## config.mk

```make
export PLATFORM = sky130hd
export DESIGN_NAME = utopia_cell_flags
export DESIGN_NICKNAME = d
export VERILOG_FILES = /design/src/rtl/utcf_pkg.sv /design/src/rtl/utcf_wordctr.sv /design/src/rtl/utcf_flagctl.sv /design/src/rtl/utcf_outstage.sv /design/src/rtl/utcf_parity.sv /design/src/rtl/utopia_cell_flags.sv
export SDC_FILE = /design/constraint.sdc
export NUM_CORES = 1
export LEC_CHECK = 0
export BUFFER_PORTS_ARGS = -buffer_cell sky130_fd_sc_hd__buf_2
export CAP_MARGIN = 10
export CORE_MARGIN = 1.5
export CORE_UTILIZATION = 51
export CTS_CLUSTER_SIZE = 30
export DETAILED_ROUTE_END_ITERATION = 10
export PLACE_DENSITY = 0.77
export SETUP_SLACK_MARGIN = 0.2
export SLEW_MARGIN = 20
export SYNTH_ARGS = -nofsm -noshare
export SYNTH_HDL_FRONTEND = slang
export SYNTH_SLANG_ARGS = --single-unit
export TNS_END_PERCENT = 5
```

## constraint.sdc

```tcl
create_clock -name clk -period 2.36 [get_ports clk]
set_clock_uncertainty 0.1 [all_clocks]
set_input_delay 0.472 -clock clk [delete_from_list [all_inputs] [get_ports clk]]
set_output_delay 0.472 -clock clk [all_outputs]
set_load 0.01 [all_outputs]
```

## src/rtl/utcf_pkg.sv

```systemverilog
package utcf_pkg;
  localparam int unsigned BUS_W      = 16;
  localparam int unsigned BPW        = BUS_W / 8;
  localparam int unsigned CELL_BYTES = 52;
  localparam int unsigned HDR_BYTES  = 4;
  localparam int unsigned BASE_WORDS = CELL_BYTES / BPW;
  localparam int unsigned HDR_WORDS  = HDR_BYTES / BPW;
  localparam int unsigned WIDX_W     = $clog2(BASE_WORDS + 1);

  typedef logic [WIDX_W-1:0] widx_t;

  // Index of the last word of a cell for the selected format.
  function automatic widx_t last_word(input logic hec);
    int unsigned n;
    n = BASE_WORDS + (hec ? 1 : 0) - 1;
    return widx_t'(n);
  endfunction

  // Index of the word that carries payload byte k (1-based).
  function automatic widx_t mark_word(input logic hec, input logic [5:0] k);
    int unsigned n;
    n = HDR_WORDS + (hec ? 1 : 0) + (int'(k) - 1) / BPW;
    return widx_t'(n);
  endfunction
endpackage

```

## src/rtl/utcf_wordctr.sv

```systemverilog
module utcf_wordctr
  import utcf_pkg::*;
(
  input  logic  clk,
  input  logic  rst_n,
  input  logic  strobe,
  input  logic  have,
  input  logic  passthru,
  input  widx_t lastw,
  output logic  xfer,
  output logic  busy,
  output widx_t widx
);
  widx_t widx_q, widx_n;
  logic  busy_q, busy_n;

  always_comb begin
    if (passthru) xfer = strobe && (busy_q || have);
    else          xfer = busy_q || (strobe && have);
    widx_n = widx_q;
    busy_n = busy_q;
    if (xfer) begin
      if (widx_q == lastw) begin
        widx_n = '0;
        busy_n = 1'b0;
      end else begin
        widx_n = widx_q + widx_t'(1);
        busy_n = 1'b1;
      end
    end
  end

  always_ff @(posedge clk or negedge rst_n) begin
    if (!rst_n) begin
      widx_q <= '0;
      busy_q <= 1'b0;
    end else if (xfer) begin
      widx_q <= widx_n;
      busy_q <= busy_n;
    end
  end

  assign busy = busy_q;
  assign widx = widx_q;
endmodule

```

## src/rtl/utcf_flagctl.sv

```systemverilog
module utcf_flagctl
  import utcf_pkg::*;
(
  input  logic  clk,
  input  logic  rst_n,
  input  logic  xfer,
  input  logic  busy,
  input  widx_t widx,
  input  widx_t markw,
  input  logic  avail_now,
  input  logic  last_now,
  output logic  flag
);
  logic flag_q, flag_n;
  logic fin_q, fin_n;
  logic cap_en;

  assign cap_en = xfer && (widx == '0);

  always_comb begin
    fin_n  = cap_en ? last_now : fin_q;
    flag_n = flag_q;
    if (!busy)
      flag_n = avail_now;
    else if (xfer && fin_q && (widx == markw))
      flag_n = 1'b0;
  end

  always_ff @(posedge clk or negedge rst_n) begin
    if (!rst_n) begin
      flag_q <= 1'b0;
      fin_q  <= 1'b0;
    end else begin
      flag_q <= flag_n;
      if (cap_en) fin_q <= fin_n;
    end
  end

  assign flag = flag_q;
endmodule

```

## src/rtl/utcf_outstage.sv

```systemverilog
module utcf_outstage (
  input  logic clk,
  input  logic rst_n,
  input  logic flag,
  input  logic resp2,
  input  logic act_low,
  output logic pin
);
  logic lag_q;

  always_ff @(posedge clk or negedge rst_n) begin
    if (!rst_n) lag_q <= 1'b0;
    else        lag_q <= flag;
  end

  assign pin = (resp2 ? lag_q : flag) ^ act_low;
endmodule

```

## src/rtl/utcf_parity.sv

```systemverilog
module utcf_parity #(
  parameter int unsigned W = 16
) (
  input  logic         clk,
  input  logic         rst_n,
  input  logic         even,
  input  logic [W-1:0] rx_data,
  output logic         rx_par,
  input  logic [W-1:0] tx_data,
  input  logic         tx_par,
  input  logic         tx_xfer,
  output logic         tx_err
);
  logic err_q, err_n;

  assign rx_par = (^rx_data) ^ ~even;

  always_comb begin
    err_n = tx_xfer && (((^tx_data) ^ tx_par) == even);
  end

  always_ff @(posedge clk or negedge rst_n) begin
    if (!rst_n) err_q <= 1'b0;
    else        err_q <= err_n;
  end

  assign tx_err = err_q;
endmodule

```

## src/rtl/utopia_cell_flags.sv

```systemverilog
module utopia_cell_flags
  import utcf_pkg::*;
#(
  parameter int unsigned MAX_CELLS = 64,
  localparam int unsigned CNT_W    = $clog2(MAX_CELLS + 1)
) (
  input  logic              clk,
  input  logic              rst_n,
  input  logic              cfg_hec_slot,
  input  logic              cfg_passthru,
  input  logic              cfg_par_even,
  input  logic              cfg_resp2,
  input  logic              cfg_flag_low,
  input  logic [5:0]        cfg_rx_mark,
  input  logic [5:0]        cfg_tx_mark,
  input  logic [CNT_W-1:0]  cfg_tx_limit,
  input  logic [CNT_W-1:0]  rx_cells,
  input  logic              rx_take,
  input  logic [BUS_W-1:0]  rx_data,
  output logic              rx_par,
  output logic              rx_cell_avail,
  input  logic [CNT_W-1:0]  tx_cells,
  input  logic              tx_put,
  input  logic [BUS_W-1:0]  tx_data,
  input  logic              tx_par,
  output logic              tx_space_avail,
  output logic              tx_par_err
);
  widx_t lastw, rx_markw, tx_markw;
  widx_t rx_widx, tx_widx;
  logic  rx_xfer, rx_busy, rx_flag, rx_have, rx_last;
  logic  tx_xfer, tx_busy, tx_flag, tx_avail, tx_last;

  assign lastw    = last_word(cfg_hec_slot);
  assign rx_markw = mark_word(cfg_hec_slot, cfg_rx_mark);
  assign tx_markw = mark_word(cfg_hec_slot, cfg_tx_mark);

  assign rx_have  = (rx_cells != '0);
  assign rx_last  = (rx_cells == CNT_W'(1));
  assign tx_avail = (tx_cells < cfg_tx_limit);
  assign tx_last  = (tx_cells == (cfg_tx_limit - CNT_W'(1)));

  utcf_wordctr u_rx_ctr (
    .clk(clk), .rst_n(rst_n), .strobe(rx_take), .have(rx_have),
    .passthru(cfg_passthru), .lastw(lastw),
    .xfer(rx_xfer), .busy(rx_busy), .widx(rx_widx)
  );

  utcf_flagctl u_rx_flag (
    .clk(clk), .rst_n(rst_n), .xfer(rx_xfer), .busy(rx_busy),
    .widx(rx_widx), .markw(rx_markw), .avail_now(rx_have),
    .last_now(rx_last), .flag(rx_flag)
  );

  utcf_wordctr u_tx_ctr (
    .clk(clk), .rst_n(rst_n), .strobe(tx_put), .have(1'b1),
    .passthru(cfg_passthru), .lastw(lastw),
    .xfer(tx_xfer), .busy(tx_busy), .widx(tx_widx)
  );

  utcf_flagctl u_tx_flag (
    .clk(clk), .rst_n(rst_n), .xfer(tx_xfer), .busy(tx_busy),
    .widx(tx_widx), .markw(tx_markw), .avail_now(tx_avail),
    .last_now(tx_last), .flag(tx_flag)
  );

  utcf_outstage u_rx_out (
    .clk(clk), .rst_n(rst_n), .flag(rx_flag), .resp2(cfg_resp2),
    .act_low(cfg_flag_low), .pin(rx_cell_avail)
  );

  utcf_outstage u_tx_out (
    .clk(clk), .rst_n(rst_n), .flag(tx_flag), .resp2(cfg_resp2),
    .act_low(cfg_flag_low), .pin(tx_space_avail)
  );

  utcf_parity #(.W(BUS_W)) u_par (
    .clk(clk), .rst_n(rst_n), .even(cfg_par_even),
    .rx_data(rx_data), .rx_par(rx_par),
    .tx_data(tx_data), .tx_par(tx_par), .tx_xfer(tx_xfer),
    .tx_err(tx_par_err)
  );
endmodule

```

==> reports/metrics.cfg <==
[placed_design]
dp_cells=392
dp_hpwl_um=4050
port_buffers=78
gp_congestion=0.820

[clock_network]
root_buffer=clkbuf_8
clk_latency_ns=0.25
clkTransAtPathRegs_ns=0.07
cts_tree=yes
cts_inserted_buffers=3
cts.htree.levels=1
cts_sinks=19
ctsLongestPathBuffers=2
hold_buffers=0

[power]
intPower_uw=1110
clkPwrFrac=0.119
leakagePower_uw=0.00129
switching_share=0.407
switchingPower_uw=763
ir_drop_v=0.000328
comb_power_share=0.545
pwr-share-seq=0.336
power_density_nw_per_um2=653
total_power_uw=1870

[cells_and_area]
diodes=0
fin_util=0.663
stdcell_count=397
n_fill_cell=333
areaGrowthSynthToFinish_pct=25.9
nets=439
drive_above_1_share=0.319

[worst_setup_path]
cpMostUsedCell=inv_1
path_cells=buf_2 -> inv_1 -> ha_1 -> inv_1 -> ha_2 -> inv_1 -> ha_4 -> xnor2_2 -> xnor2_1 -> o32ai_1 -> nand3_1 -> a41oi_2
cp-start-kind=primary input
r2r_setup_slack_ns=0.59
critPathMaxStageDelay_ns=0.27
crit_family=adder cells
critPathRequiredTime_ns=2.38
crit_type=primary input to flip-flop
path_max_fanout=4
cpMaxStageDelayCell=ha_1
end_kind=flip-flop
critPathBufInv=4
cp.arrival_ns=2.12

[synth]
ys_types=53
synth_top_area_share=0.209
synth_ff_type=dfrtp_1
netlist_instances=264
yosys.area.top_type=dfrtp_1
avgSynthCellArea_um2=8.62
syn_area_um2=2280
yosysMostFrequentCell=xnor2_1
ys_top_cells_by_area=dfrtp_1, xnor2_1, ha_1
synthArstFlopShare=1.00
syn_nets=357
yosysSeqAreaShare=0.209
netlist_top_cells_count=xnor2_1, inv_1, dfrtp_1
ys_seq_elements=19
synth_edf_count=0
synth-warning-count=0

[global_route]
antenna_found_initial=0
grt_pass1_wl_um=8190
grt_max_degree=20
grt_overflow_total=0
grt_pass1_vias=2005
grtUsageTotal=0.201

[detailed_routing]
viasPerCell=5.40
via_count=2143
remaining_drc_errors=0
drtPass1Iterations=4
drt_iter0_markers=90
ant_nets=0
drt-total-wl_um=5050
wl_per_cell_um=12.7

[floorplanning]
die_h_um=69.8
start_util=0.526
core_um2=4320
die_area_um2=4870
rows=24
ios=79
die_w_um=69.8

[sta]
whs_ns=0.0451
layout_min_cycle_time_ns=2.10
slew_headroom=0.627
clock.fmax_ghz=0.476
rsz0062_at_grt=yes
worstMarginPinSlew_ns=0.556
hold_viol_final=0
slew_violations=0
fin_crit_sh=0.889
setup_violations=0

[run]
maxCapViolations=0

[worst_hold_path]
holdCritPathClass=primary input to async pin

[status]
status=finished clean

[routing by layer]
| metal | GRT usage | part of all wire |
|---|---|---|
| met5 | 0 | 0 |
| met4 | 0.0641 | 0.019 |
| met3 | 0.0247 | 0.055 |
| met2 | 0.367 | 0.52 |
| met1 | 0.244 | 0.41 |
[state kept, by name, indices dropped and copies added, names as in the netlist]
name	flops
u_rx_out.lag_q	1
u_tx_flag.flag	1
u_rx_flag.fin_q	1
u_tx_flag.fin_q	1
u_tx_ctr.busy	1
u_par.tx_err	1
u_tx_ctr.widx	5
u_tx_out.lag_q	1
u_rx_ctr.busy	1
u_rx_flag.flag	1
u_rx_ctr.widx	5
[cells by family after synthesis]
kind of cell,after synthesis,synth area share
simple gates,72,0.187
mux,5,0.0242
compound gates,59,0.181
xor+xnor,59,0.233
buf+inv,32,0.0665
fa+ha+maj,18,0.0990
flops,19,0.209
[area by class of cell]
| type | count | area (um2) | share of cell area |
|---|---|---|---|
| multi-input cells | 213 | 1750 | 0.610 |
| flip-flops and latches | 19 | 475 | 0.166 |
| repair buffers | 83 | 433 | 0.151 |
| inverters | 26 | 97.6 | 0.0341 |
| well taps | 52 | 65.1 | 0.0227 |
| clock buffers | 4 | 45.0 | 0.0157 |
[repair_timing]
item	4_1_cts	5_1_grt
buffers inserted	0	1
resized for setup	0	19
setup endpoints to repair	0	3
[power groups by stage]
stage / clock, uW / sequential (uW) / combinational, uW
floorplan: 0 / 568 / 812
global placement: 0 / 627 / 946
detailed placement: 0 / 631 / 970
CTS: 229 / 625 / 982
global route: 241 / 652 / 1130
finish: 223 / 628 / 1020
[placed cells by master, fill, tap and decap left out, types with 9 or more instances in the layout]
master / instances
buf_2: 76
xnor2_1: 44
inv_1: 25
dfrtp_1: 19
ha_1: 14
xor2_1: 10
a21oi_1: 10
nor2_1: 10
o21ai_1: 9
[worst paths after layout]
path | from | endpoint | depth (start not counted)
worst max-delay path | cfg_rx_mark[1] | u_rx_flag.flag | 12
worst min-delay path | rst_n | u_rx_ctr.widx[2] | 1
worst max register to register | u_rx_ctr.widx[1] | u_rx_ctr.widx[0] | 4
worst min register to register | u_tx_flag.flag | u_tx_out.lag_q | 0
max in group asynchronous | rst_n | u_tx_out.lag_q | 1
min in group clk | u_tx_flag.flag | u_tx_out.lag_q | 0
[through the flow]
step | cell area, um2 | setup slack [ns] | TNS (ns)
final | 2870 | 0.261 | 0
after detailed placement | 2720 | -0.0328 | -0.0550
after CTS | 2760 | 0.226 | 0
after floorplan | 2290 | 0.221 | 0
after global placement | 2720 | 0.0408 | 0
after global routing | 2870 | 0.160 | 0
Note: power is estimated with default switching activity, not from simulation.
